**src/rtl/gpio_port_pkg.sv**
```systemverilog
package gpio_port_pkg;

  // word addresses on the register bus
  typedef enum logic [2:0] {
    REG_CFG_LO = 3'd0,
    REG_CFG_HI = 3'd1,
    REG_IN     = 3'd2,
    REG_OUT    = 3'd3,
    REG_SETCLR = 3'd4,
    REG_CLR    = 3'd5,
    REG_LOCK   = 3'd6
  } gp_reg_e;

  // per-pin control bundle handed to the pad ring
  typedef struct packed {
    logic       oe;
    logic       od;
    logic       af;
    logic       pu;
    logic       pd;
    logic [1:0] speed;
  } pin_ctl_t;

  typedef enum logic [1:0] {
    LK_IDLE  = 2'd0,
    LK_ONE   = 2'd1,
    LK_ZERO  = 2'd2,
    LK_ARMED = 2'd3
  } lk_state_e;

  localparam logic [3:0] CODE_FLOAT_IN = 4'b0100;

endpackage

```
**src/rtl/gpio_in_sync.sv**
```systemverilog
module gpio_in_sync #(
  parameter int unsigned W      = 16,
  parameter int unsigned STAGES = 2
) (
  input  logic         clk,
  input  logic         rst_n,
  input  logic [W-1:0] d_async,
  output logic [W-1:0] q_sync
);

  logic [W-1:0] stage_q [STAGES];

  genvar s;
  generate
    for (s = 0; s < STAGES; s++) begin : g_stage
      logic [W-1:0] stage_d;
      if (s == 0) begin : g_first
        assign stage_d = d_async;
      end else begin : g_next
        assign stage_d = stage_q[s-1];
      end
      always_ff @(posedge clk or negedge rst_n) begin
        if (!rst_n) stage_q[s] <= '0;
        else        stage_q[s] <= stage_d;
      end
    end
  endgenerate

  assign q_sync = stage_q[STAGES-1];


  sync_chain_chk: assert property (@(posedge clk) disable iff (!rst_n)
    1'b1 |=> (stage_q[STAGES-1] == $past(stage_q[STAGES-2])));

endmodule

```
**src/rtl/gpio_lock_ctrl.sv**
```systemverilog
module gpio_lock_ctrl
  import gpio_port_pkg::*;
#(
  parameter int unsigned NPINS = 16
) (
  input  logic             clk,
  input  logic             rst_n,
  input  logic             wr_lk,
  input  logic             rd_lk,
  input  logic             key_bit,
  input  logic [NPINS-1:0] mask_in,
  output logic [NPINS-1:0] mask_view,
  output logic             key_view,
  output logic [NPINS-1:0] lock_mask
);

  lk_state_e        state_q, state_d;
  logic             locked_q, locked_d;
  logic [NPINS-1:0] mask_q, mask_d;
  logic             mask_en;
  logic             same_mask;

  assign same_mask = (mask_in == mask_q);
  assign mask_en   = wr_lk && !locked_q;

  always_comb begin
    state_d  = state_q;
    locked_d = locked_q;
    mask_d   = mask_in;
    if (!locked_q) begin
      unique case (state_q)
        LK_IDLE: begin
          if (wr_lk && key_bit) state_d = LK_ONE;
        end
        LK_ONE: begin
          if (wr_lk)      state_d = (!key_bit && same_mask) ? LK_ZERO : LK_IDLE;
          else if (rd_lk) state_d = LK_IDLE;
        end
        LK_ZERO: begin
          if (wr_lk)      state_d = (key_bit && same_mask) ? LK_ARMED : LK_IDLE;
          else if (rd_lk) state_d = LK_IDLE;
        end
        LK_ARMED: begin
          if (rd_lk) begin
            locked_d = 1'b1;
            state_d  = LK_IDLE;
          end else if (wr_lk) begin
            state_d = LK_IDLE;
          end
        end
        default: state_d = LK_IDLE;
      endcase
    end
  end

  always_ff @(posedge clk or negedge rst_n) begin
    if (!rst_n) begin
      state_q  <= LK_IDLE;
      locked_q <= 1'b0;
    end else begin
      state_q  <= state_d;
      locked_q <= locked_d;
    end
  end

  always_ff @(posedge clk or negedge rst_n) begin
    if (!rst_n)       mask_q <= '0;
    else if (mask_en) mask_q <= mask_d;
  end

  assign mask_view = mask_q;
  assign key_view  = locked_q || (state_q == LK_ARMED);
  assign lock_mask = locked_q ? mask_q : '0;


  lock_sticky_chk: assert property (@(posedge clk) disable iff (!rst_n)
    locked_q |=> (locked_q && $stable(mask_q)));


  lock_entry_chk: assert property (@(posedge clk) disable iff (!rst_n)
    $rose(locked_q) |-> $past(state_q == LK_ARMED && rd_lk));

endmodule

```
**src/rtl/gpio_pin_decode.sv**
```systemverilog
module gpio_pin_decode
  import gpio_port_pkg::*;
(
  input  logic [3:0] code,
  input  logic       data_bit,
  output pin_ctl_t   ctl
);

  logic [1:0] mode;
  logic [1:0] flavour;
  logic       is_out;
  logic       pulled;

  assign mode    = code[1:0];
  assign flavour = code[3:2];
  assign is_out  = (mode != 2'b00);
  assign pulled  = !is_out && (flavour == 2'b10);

  always_comb begin
    ctl.oe    = is_out;
    ctl.speed = mode;
    ctl.od    = is_out && flavour[0];
    ctl.af    = is_out && flavour[1];
    ctl.pu    = pulled && data_bit;
    ctl.pd    = pulled && !data_bit;
  end

endmodule

```
**src/rtl/gpio_port_ctrl.sv**
```systemverilog
module gpio_port_ctrl
  import gpio_port_pkg::*;
#(
  parameter int unsigned NPINS       = 16,
  parameter int unsigned DW          = 32,
  parameter int unsigned SYNC_STAGES = 2
) (
  input  logic               clk,
  input  logic               rst_n,
  input  logic               wr_en,
  input  logic               rd_en,
  input  logic [2:0]         addr,
  input  logic [DW-1:0]      wdata,
  output logic [DW-1:0]      rdata,
  input  logic [NPINS-1:0]   pad_in,
  output logic [NPINS-1:0]   pad_out,
  output logic [NPINS-1:0]   pad_oe,
  output logic [NPINS-1:0]   pad_od,
  output logic [NPINS-1:0]   pad_pu,
  output logic [NPINS-1:0]   pad_pd,
  output logic [NPINS-1:0]   pad_af,
  output logic [2*NPINS-1:0] pad_speed
);

  localparam int unsigned CFG_W  = 4 * NPINS;
  localparam int unsigned HALF_W = CFG_W / 2;
  localparam logic [CFG_W-1:0] CFG_RST = {NPINS{CODE_FLOAT_IN}};

  // reset: asserted at once, released after two edges
  logic [1:0] rst_pipe;
  logic       rst_s;

  always_ff @(posedge clk or negedge rst_n) begin
    if (!rst_n) rst_pipe <= 2'b00;
    else        rst_pipe <= {rst_pipe[0], 1'b1};
  end
  assign rst_s = rst_pipe[1];

  // access decode
  logic wr_lo, wr_hi, wr_out, wr_sc, wr_clr, wr_lk, rd_lk;
  assign wr_lo  = wr_en && (addr == REG_CFG_LO);
  assign wr_hi  = wr_en && (addr == REG_CFG_HI);
  assign wr_out = wr_en && (addr == REG_OUT);
  assign wr_sc  = wr_en && (addr == REG_SETCLR);
  assign wr_clr = wr_en && (addr == REG_CLR);
  assign wr_lk  = wr_en && (addr == REG_LOCK);
  assign rd_lk  = rd_en && !wr_en && (addr == REG_LOCK);

  // lock
  logic [NPINS-1:0] lock_mask, lk_mask_view;
  logic             lk_key_view;

  gpio_lock_ctrl #(.NPINS(NPINS)) u_lock (
    .clk       (clk),
    .rst_n     (rst_s),
    .wr_lk     (wr_lk),
    .rd_lk     (rd_lk),
    .key_bit   (wdata[NPINS]),
    .mask_in   (wdata[NPINS-1:0]),
    .mask_view (lk_mask_view),
    .key_view  (lk_key_view),
    .lock_mask (lock_mask)
  );

  logic [CFG_W-1:0] lock_bits;
  genvar gi;
  generate
    for (gi = 0; gi < NPINS; gi++) begin : g_lockbits
      assign lock_bits[4*gi +: 4] = {4{lock_mask[gi]}};
    end
  endgenerate

  // configuration words
  logic [CFG_W-1:0] cfg_q, cfg_d;
  logic             cfg_en;

  assign cfg_en = wr_lo || wr_hi;

  always_comb begin
    cfg_d = cfg_q;
    if (wr_lo)
      cfg_d[HALF_W-1:0] = (cfg_q[HALF_W-1:0] & lock_bits[HALF_W-1:0])
                        | (wdata[HALF_W-1:0] & ~lock_bits[HALF_W-1:0]);
    if (wr_hi)
      cfg_d[CFG_W-1:HALF_W] = (cfg_q[CFG_W-1:HALF_W] & lock_bits[CFG_W-1:HALF_W])
                            | (wdata[HALF_W-1:0] & ~lock_bits[CFG_W-1:HALF_W]);
  end

  always_ff @(posedge clk or negedge rst_s) begin
    if (!rst_s)      cfg_q <= CFG_RST;
    else if (cfg_en) cfg_q <= cfg_d;
  end

  // output data
  logic [NPINS-1:0] odr_q, odr_d;
  logic             odr_en;
  logic [NPINS-1:0] set_bits, clr_bits;

  assign set_bits = wdata[NPINS-1:0];
  assign clr_bits = wdata[2*NPINS-1:NPINS];
  assign odr_en   = wr_out || wr_sc || wr_clr;

  always_comb begin
    odr_d = odr_q;
    if (wr_out)      odr_d = set_bits;
    else if (wr_sc)  odr_d = (odr_q & ~clr_bits) | set_bits;
    else if (wr_clr) odr_d = odr_q & ~set_bits;
  end

  always_ff @(posedge clk or negedge rst_s) begin
    if (!rst_s)      odr_q <= '0;
    else if (odr_en) odr_q <= odr_d;
  end

  // input path
  logic [NPINS-1:0] idr;

  gpio_in_sync #(.W(NPINS), .STAGES(SYNC_STAGES)) u_sync (
    .clk     (clk),
    .rst_n   (rst_s),
    .d_async (pad_in),
    .q_sync  (idr)
  );

  // per-pin decode
  generate
    for (gi = 0; gi < NPINS; gi++) begin : g_pin
      pin_ctl_t ctl;
      gpio_pin_decode u_dec (
        .code     (cfg_q[4*gi +: 4]),
        .data_bit (odr_q[gi]),
        .ctl      (ctl)
      );
      assign pad_oe[gi]              = ctl.oe;
      assign pad_od[gi]              = ctl.od;
      assign pad_af[gi]              = ctl.af;
      assign pad_pu[gi]              = ctl.pu;
      assign pad_pd[gi]              = ctl.pd;
      assign pad_speed[2*gi +: 2]    = ctl.speed;


      no_pull_when_driven_chk: assert property (@(posedge clk) disable iff (!rst_s)
        !(pad_oe[gi] && (pad_pu[gi] || pad_pd[gi])));

      single_pull_chk: assert property (@(posedge clk) disable iff (!rst_s)
        $countones({pad_pu[gi], pad_pd[gi]}) <= 1);
    end
  endgenerate

  assign pad_out = odr_q;

  // read mux
  always_comb begin
    rdata = '0;
    unique case (addr)
      REG_CFG_LO: rdata[HALF_W-1:0] = cfg_q[HALF_W-1:0];
      REG_CFG_HI: rdata[HALF_W-1:0] = cfg_q[CFG_W-1:HALF_W];
      REG_IN:     rdata[NPINS-1:0]  = idr;
      REG_OUT:    rdata[NPINS-1:0]  = odr_q;
      REG_LOCK: begin
        rdata[NPINS-1:0] = lk_mask_view;
        rdata[NPINS]     = lk_key_view;
      end
      default:    rdata = '0;
    endcase
  end


  locked_field_hold_chk: assert property (@(posedge clk) disable iff (!rst_s)
    1'b1 |=> ((cfg_q & $past(lock_bits)) == ($past(cfg_q) & $past(lock_bits))));


  set_wins_chk: assert property (@(posedge clk) disable iff (!rst_s)
    wr_sc |=> ((odr_q & $past(set_bits)) == $past(set_bits)));


  clear_only_chk: assert property (@(posedge clk) disable iff (!rst_s)
    wr_clr |=> ((odr_q & $past(set_bits)) == '0));

endmodule

```
**config.mk**
```make
export PLATFORM = sky130hd
export DESIGN_NAME = gpio_port_ctrl
export DESIGN_NICKNAME = d
export VERILOG_FILES = /design/src/rtl/gpio_port_pkg.sv /design/src/rtl/gpio_in_sync.sv /design/src/rtl/gpio_lock_ctrl.sv /design/src/rtl/gpio_pin_decode.sv /design/src/rtl/gpio_port_ctrl.sv
export SDC_FILE = /design/constraint.sdc
export NUM_CORES = 1
export LEC_CHECK = 0
export BUFFER_PORTS_ARGS = -buffer_cell sky130_fd_sc_hd__buf_2
export CAP_MARGIN = 20
export CORE_ASPECT_RATIO = 1.2
export CORE_MARGIN = 2
export CORE_UTILIZATION = 48
export DETAILED_ROUTE_END_ITERATION = 16
export PLACE_DENSITY_LB_ADDON = 0.15
export SLEW_MARGIN = 20
export SYNTH_ARGS = -nofsm -noshare
export SYNTH_HDL_FRONTEND = slang
export SYNTH_SLANG_ARGS = --single-unit
```
**constraint.sdc**
```tcl
create_clock -name clk -period 7.4 [get_ports clk]
set_clock_uncertainty 0.1 [all_clocks]
set_input_delay 1.48 -clock clk [delete_from_list [all_inputs] [get_ports clk]]
set_output_delay 1.48 -clock clk [all_outputs]
set_load 0.05 [all_outputs]
```
==> results of run 1 <==
## kinds of logic (layout without fill, tap and decap cells)
kind of cell | Yosys count | after routing | share of synthesized area [%]
flip-flops | 133 | 133 | 48.4
other | 1 | 1 | 0.0542
XOR/XNOR | 16 | 16 | 2.03
AO/OA/AOI/OAI | 88 | 88 | 9.03
multiplexers | 97 | 97 | 15.5
AND/OR/NAND/NOR | 193 | 193 | 15.6
buffers and inverters | 104 | 267 | 9.38
## worst paths after layout
check                                              startpoint                   to  slack, ns
worst min register to register  u_sync.g_stage[1].stage_d[15]    u_sync.q_sync[15]       0.24
worst min-delay path            u_sync.g_stage[1].stage_d[15]    u_sync.q_sync[15]       0.24
worst max-delay path                                  addr[1]             rdata[4]       2.21
worst max register to register                u_lock.locked_q    u_lock.state_q[0]       5.35
min in group asynchronous                         rst_pipe[1]     u_sync.q_sync[8]       0.38
max in group asynchronous                         rst_pipe[1]  u_lock.mask_view[8]       5.50
## where the power goes
group          total (mW)  internal, mW  switching, mW  leakage, nW
clock network       0.786         0.462          0.324        0.262
logic                1.03         0.256          0.773         2.22
registers           0.981         0.849          0.133         1.60
## layout make-up
cell class | count | area share (%)
Timing Repair Buffer | 218 | 13.4
Inverter | 17 | 0.775
Clock inverter | 15 | 1.60
Clock buffer | 17 | 5.17
Tap cell | 175 | 2.66
Sequential cell | 133 | 40.7
Multi-Input combinational cell | 395 | 35.7
## through the flow
stage | area, sq um | hold WS (ns) | instances
final | 8230 | 0.243 | 970
after global placement | 7660 | 0.233 | 938
after floorplan | 6910 | 0.231 | 632
after CTS | 8230 | 0.244 | 970
after detailed placement | 7680 | 0.235 | 938
after global routing | 8230 | 0.250 | 970
## worst register-to-register path, cell delays in order, from the launching register on
cell      delay, ns
dfrtp_1        0.61
inv_1          0.26
nand3_4        0.28
or4b_1         0.61
o211ai_1       0.11
## layer usage
metal  global-route usage, %  up-vias  wire length (um)
met5                       0        -                 0
met4                    8.33        0               316
met3                    5.01       22               877
met2                    41.7      192              9390
met1                    32.2     2689              8140
li1                        -     2487                 -
## layout by cell type (no fill, tap or decap), types with 2 or more instances in the layout
cell type / synthesis / layout
o21ai_0: 35 / 34
a221o_1: 15 / 15
and4b_1: 17 / 17
mux2i_1: 16 / 16
buf_4: 66 / 4
nor4_1: 4 / 4
clkinv_2: 0 / 4
o211ai_1: 2 / 2
mux2_1: 3 / 3
clkinvlp_4: 0 / 5
a21oi_1: 2 / 2
a22o_1: 15 / 15
and3b_1: 3 / 3
inv_1: 17 / 17
nand2_1: 85 / 85
xor2_1: 16 / 16
clkinv_4: 0 / 2
nand2b_1: 4 / 4
clkbuf_16: 0 / 17
dfstp_2: 16 / 16
dfrtp_1: 117 / 116
a211oi_1: 16 / 16
mux2_2: 78 / 78
nor2_1: 22 / 21
buf_2: 8 / 214
nor2b_1: 33 / 33
nor4b_1: 16 / 16
inv_6: 0 / 3
==> results.toml, run 1 <==
[status]
status = "finished, final reports clean"

[synthesis]
synthCells = 632
synth-edff-count = 0
yosys.area.top_type = "dfrtp_1"
synth_top_area_share_pct = 42.4
yosys_register_bits = 133
yosysSeqAreaShare_pct = 48.4
synth_cell_types = 37
syn_nets = 687
syn_area_sq_um = 6910
netlist_top_cells_count = "dfrtp_1 (117), nand2_1 (85), mux2_2 (78), buf_4 (66), o21ai_0 (35)"
yosys-top-cells-area = "dfrtp_1 (42%), mux2_2 (13%), buf_4 (7.2%), dfstp_2 (6.1%), nand2_1 (4.6%)"
synthArstFlopShare_pct = 100
synth_flop_cell = "dfrtp_1"
yosys_warnings = 0
synth.most_common_cell = "dfrtp_1"
syn_avg_cell_area_sq_um = 10.9

[setup_path]
r2r_cells = 4
path_max_fanout = 28
critical-path-max-stage-delay_ns = 0.78
path_cells = "buf_2 -> and3b_1 -> nand2_1 -> o21ai_0 -> a221o_1 -> buf_2"
path_buf_inv = 2
required_ns = 5.82
critPathArrivalTime_ns = 3.61
cp-end-kind = "output port"
cpMostUsedCell = "buf_2"
worst-setup-path-type = "input port to output port"
crit_family = "simple AND/OR/NAND/NOR gates"
worst-path-stages = 6
cp-start-kind = "input port"
critPathSlowestCell = "and3b_1"

[die]
ios = 215
die_x_um = 114
initial_core_util_pct = 48.6
rows = 48
core-area_sq_um = 14200
die_h_um = 135
dieArea_sq_um = 15400

[clocking]
tritoncts = "yes"
clk_latency_ns = 0.42
cts-resized-gates = 0
cts_setup_buffers = 0
cts_buffers = 17
cts_max_level = 4
path_clk_slew_ns = 0.06
root_buffer = "clkbuf_16"
clock-sinks = 133
hold_buffers = 0
clk_path_buf_depth = 2

[sta]
min_period_ns = 5.19
slew_viol_final = 0
setup_violations = 0
finalCritPeriodShare_pct = 70.1
finalSetupTns_ns = 0
hold_viol_final = 0
worst_slew_pin_slew_ns = 0.936
maxSlewHeadroom_pct = 37.6
max_clock_freq_mhz = 193
setup_slack_ns = 2.21
rsz0062_at_grt = "false"

[global_route]
grt_use_total_pct = 24.8
grt_max_degree = 75
antenna_found_initial = 1
grt_pass1_vias = 5335
grt_pass1_wl_mm = 29.1
grt-ovfl-total = 0

[pwr]
power_mw = 2.80
cellLeakagePower_nw = 4.08
p_per_area_nw_per_um2 = 340
vdd_drop_max_uv = 183

[place]
dp_slack_ns = 2.29
dp_hpwl_mm = 13.7
gp_congestion = 0.824
io_buffers = 214

[min_path]
hold_class = "flop to flop"
whs_path_depth = 0

[final_layout]
multi_input_area_sq_um = 2940
fin_util_pct = 57.8
nets = 837
antenna_cells = 0
drive_gt1_share_pct = 44.3
final-seq-area_sq_um = 3350
synthToLayoutAreaGrowth_pct = 19.1
n_fill_cell = 1225

[drt]
route.vias.total = 5390
wl_mm = 18.7
antenna_left = 0
vias_per_cell = 5.56
wl_per_cell_um = 19.3
drcViolationCount = 0
drtPass1Iterations = 4
drt-initial-drc-count = 326

[job]
maxCapViolations = 0
Power figures use the tool's default switching activity.
==> inputs of run 2 (changes only) <==
- CORE_UTILIZATION: 48 -> 47
- clock period: 7.4 -> 4.58 ns (I/O delays scaled with it)
==> run 2 against run 1 <==
Net effect: critical path depth unchanged; via count is 0.56% higher; clock-buffer cell count rose by 3; sequential power is 62% higher; global-route usage rose by 0.43 points; first-iteration DRC count fell by 23%; critical endpoint is now rdata[11]; largest cell class unchanged.
==> results.toml, run 2 (synthesis gave the netlist of run 1 again) <==
[drt]
vias_per_cell = 5.56
wl_mm = 19.5
drtPass1Iterations = 4
route.vias.total = 5420
antenna_left = 0
drt-initial-drc-count = 251
drcViolationCount = 0
wl_per_cell_um = 20.1

[sta]
maxSlewHeadroom_pct = 43.4
hold_ws_ns = 0.174
setup_violations = 0
finalSetupTns_ns = 0
rsz0062_at_grt = "false"
max_clock_freq_mhz = 280
min_period_ns = 3.58
setup_slack_ns = 1.00
finalCritPeriodShare_pct = 78.1
worst_slew_pin_slew_ns = 0.849
hold_viol_final = 0
slew_viol_final = 0

[die]
die_h_um = 137
ios = 215
core-area_sq_um = 14400
die_x_um = 115
dieArea_sq_um = 15700
rows = 48
initial_core_util_pct = 48.0

[clocking]
clk_path_buf_depth = 2
cts-resized-gates = 0
cts_max_level = 4
path_clk_slew_ns = 0.06
cts_buffers = 17
clk_latency_ns = 0.41
cts_setup_buffers = 0
clock-sinks = 133
hold_buffers = 0
root_buffer = "clkbuf_16"
tritoncts = "yes"

[final_layout]
mostFrequentLayoutCell = "buf_2"
synthToLayoutAreaGrowth_pct = 20.9
final_cell_mix = "buf_2 (214), dfrtp_1 (116), nand2_1 (85)"
drive_gt1_share_pct = 44.3
antenna_cells = 0
nets = 841
design_area_sq_um = 8350
fin_cells = 974

[global_route]
grt_max_degree = 59
grt_use_total_pct = 25.3
grt_pass1_wl_mm = 29.7
antenna_found_initial = 0
grt_pass1_vias = 5356
grt-ovfl-total = 0

[job]
maxCapViolations = 0

[place]
dp_slack_ns = 1.02
gp_congestion = 0.838
place_area_sq_um = 7690
io_buffers = 214
dp_hpwl_mm = 14.4
dp.cells = 942

[pwr]
vdd_drop_max_uv = 337
cellLeakagePower_nw = 4.15
p_per_area_nw_per_um2 = 570

[setup_path]
worst-setup-path-type = "input port to output port"
critPathArrivalTime_ns = 2.56
path_max_fanout = 18
cp-start-kind = "input port"
cp-end-kind = "output port"
required_ns = 3.56

[min_path]
hold_class = "input port to async pin"

[status]
status = "finished, final reports clean"
[run 2: metal layers]
metal  share of wire (%)  track usage [%]
met3                 5.7             5.27
met1                  42             32.4
met5                   0                0
met2                  51             42.9
met4                 1.8             7.97
[run 2: path summary, 6_finish.rpt]
| kind | start | slack [ns] | endpoint | cells after the start |
|---|---|---|---|---|
| worst min register to register | u_sync.g_stage[1].stage_d[15] | 0.25 | u_sync.q_sync[15] | 0 |
| worst max register to register | u_lock.locked_q | 2.52 | u_lock.state_q[0] | 4 |
| worst max-delay path | addr[2] | 1.00 | rdata[11] | 6 |
| worst min-delay path | rst_n | 0.17 | rst_pipe[1] | 1 |
| max in group asynchronous | rst_pipe[1] | 3.01 | async pin | 1 |
| min in group clk | u_sync.g_stage[1].stage_d[15] | 0.25 | u_sync.q_sync[15] | 0 |
[run 2: layout make-up]
type / count / area, sq um
multi-input cells: 395 / 2930
clock buffers: 20 / 457
repair buffers: 222 / 1130
clock inverters: 12 / 200
fillers: 1243 / 6060
flip-flops and latches: 133 / 3350
well taps: 175 / 219
inverters: 17 / 63.8
[run 2: worst max-delay path, stage by stage]
cell and delay [ns]:
buf_2 0.22, and3b_1 0.76, nand2_1 0.11, o21ai_0 0.13
a221o_1 0.16, buf_2 0.26
[run 2: power breakdown]
| part | internal [mW] | leakage [nW] | switching [mW] | total (mW) |
|---|---|---|---|---|
| registers | 1.37 | 1.60 | 0.223 | 1.59 |
| logic | 0.415 | 2.24 | 1.26 | 1.67 |
| clock network | 0.995 | 0.313 | 0.501 | 1.50 |
[run 2: through the flow]
| step | total power, mW | utilization, % |
|---|---|---|
| 2_1_floorplan | 3.03 | - |
| 3_3_place_gp | 3.25 | 53.4 |
| 3_5_place_dp | 3.29 | 53.4 |
| 4_1_cts | 4.79 | 57.9 |
| 5_1_grt | 4.95 | 58.0 |
| 6_report | 4.76 | 58.0 |
==> inputs of run 3 (changes only) <==
- CORE_UTILIZATION: 47 -> 48
- clock period: 4.58 -> 3.3 ns (I/O delays scaled with it)
==> run 3 against run 2 <==
Net effect: global-route usage fell by 0.19 points; die area fell by 2.0%; sequential power up 39%; critical endpoint is now rdata[6]; largest cell class unchanged.
==> results.toml, run 3 (synthesis gave the netlist of run 1 again) <==
[min_path]
whs_endpoint = "u_sync.q_sync[7]"
whs_path_depth = 0
hold_class = "flop to flop"
hp-start = "u_sync.g_stage[1].stage_d[7]"

[pwr]
cellLeakagePower_nw = 4.19
vdd_drop_max_uv = 470
p_per_area_nw_per_um2 = 787

[setup_path]
path_cells = "buf_2 -> buf_4 -> mux2i_1 -> o21ai_0 -> a221o_1 -> buf_2"
path_buf_inv = 3
r2r_slack_ns = 1.62
critPathArrivalTime_ns = 2.12
cp-start-kind = "input port"
cp-end-kind = "output port"
required_ns = 2.54
path_max_fanout = 17
worst_r2r_endpoint = "u_lock.state_q[0]"
cpMostUsedCell = "buf_2"
worst-setup-path-type = "input port to output port"
reg2reg_from = "u_lock.locked_q"
r2r_cells = 4
critPathSlowestCell = "buf_4"
crit_family = "buffers and inverters"
critical-path-max-stage-delay_ns = 0.33

[place]
dp_slack_ns = 0.441
gp_congestion = 0.876
io_buffers = 214
dp_hpwl_mm = 14.2

[global_route]
grt-ovfl-total = 0
grt_pass1_wl_mm = 29.4
antenna_found_initial = 1
grt_max_degree = 62
grt_use_total_pct = 25.1
grt_pass1_vias = 5337

[drt]
drtPass1Iterations = 6
route.vias.total = 5388
vias_per_cell = 5.49
wl_mm = 18.8
antenna_left = 0
drcViolationCount = 0
wl_per_cell_um = 19.2
drt-initial-drc-count = 369

[clocking]
cts_setup_buffers = 0
clk_latency_ns = 0.41
clk_path_buf_depth = 2
cts_buffers = 17
root_buffer = "clkbuf_16"
cts_max_level = 4
clock-sinks = 133
tritoncts = "yes"
path_clk_slew_ns = 0.06

[final_layout]
final_cell_mix = "buf_2 (214), dfrtp_1 (116), nand2_1 (85)"
nets = 847
synthToLayoutAreaGrowth_pct = 21.8
mostFrequentLayoutCell = "buf_2"
drive_gt1_share_pct = 44.5

[sta]
min_period_ns = 2.88
slew_viol_final = 0
maxSlewHeadroom_pct = 45.3
worst_slew_pin_slew_ns = 0.820
setup_violations = 0
finalCritPeriodShare_pct = 87.4
finalSetupTns_ns = 0
hold_viol_final = 0
max_clock_freq_mhz = 347
setup_slack_ns = 0.415
rsz0062_at_grt = "false"

[die]
die_h_um = 135
core-area_sq_um = 14200
die_x_um = 114
dieArea_sq_um = 15400
ios = 215
initial_core_util_pct = 48.6
rows = 48

[job]
maxCapViolations = 0

[status]
status = "finished, final reports clean"
[run 3: cell types whose count changed in the layout (fill, tap and decap cells not counted)]
cell and delta:
o21ai_2 -1, o21ai_1 +2, diode_2 +1, dlygate4sd3_1 +1
clkbuf_8 +1, clkinv_4 +1, clkinv_2 -1, buf_4 +4
buf_12 +1, clkinvlp_4 -1, o21ai_0 -1
[run 3: cell type report]
class | instances | area [sq um]
clock inverters | 11 | 196
well taps | 175 | 219
clock buffers | 21 | 470
multi-input cells | 395 | 2930
fillers | 1221 | 5810
diodes | 1 | 2.50
repair buffers | 228 | 1190
inverters | 17 | 63.8
flip-flops and latches | 133 | 3350
[run 3: report_power, final]
| group | internal [mW] | leakage, nW | switching [mW] |
|---|---|---|---|
| registers | 1.90 | 1.60 | 0.306 |
| logic | 0.582 | 2.27 | 1.73 |
| clock network | 1.40 | 0.320 | 0.698 |
[run 3: how the worst max path moves through the flow]
stage	from	end	slack, ns	cells past startpoint
floorplan	flop	pad_pd[12]	0.25	3
global placement	addr[1]	rdata[1]	0.46	6
detailed placement	addr[1]	rdata[6]	0.44	6
CTS	addr[1]	rdata[6]	0.43	6
global route	addr[1]	rdata[7]	0.36	6
finish	addr[1]	rdata[6]	0.42	6
[run 3: per-layer routing]
layer	wire length (um)	track usage [%]
met1	7950	32.5
met4	323	7.25
met3	1060	5.77
met2	9500	42.2
met5	0	0
[run 3: per-stage QoR]
stage | util (%) | hold slack (ns) | std cells | power, mW | cell area (sq um)
after floorplan | - | 0.231 | 632 | 4.20 | 6910
after global placement | 54.4 | 0.231 | 947 | 4.51 | 7740
after detailed placement | 54.4 | 0.235 | 947 | 4.56 | 7740
after CTS | 59.2 | 0.240 | 980 | 6.66 | 8420
after global routing | 59.2 | 0.234 | 980 | 6.89 | 8420
final | 59.2 | 0.246 | 981 | 6.63 | 8420
[run 3: timing repair]
action                                 4_1_cts  5_1_grt
endpoints found under the hold margin        2        0
hold buffers                                 1        0
gates resized for setup                      0        0
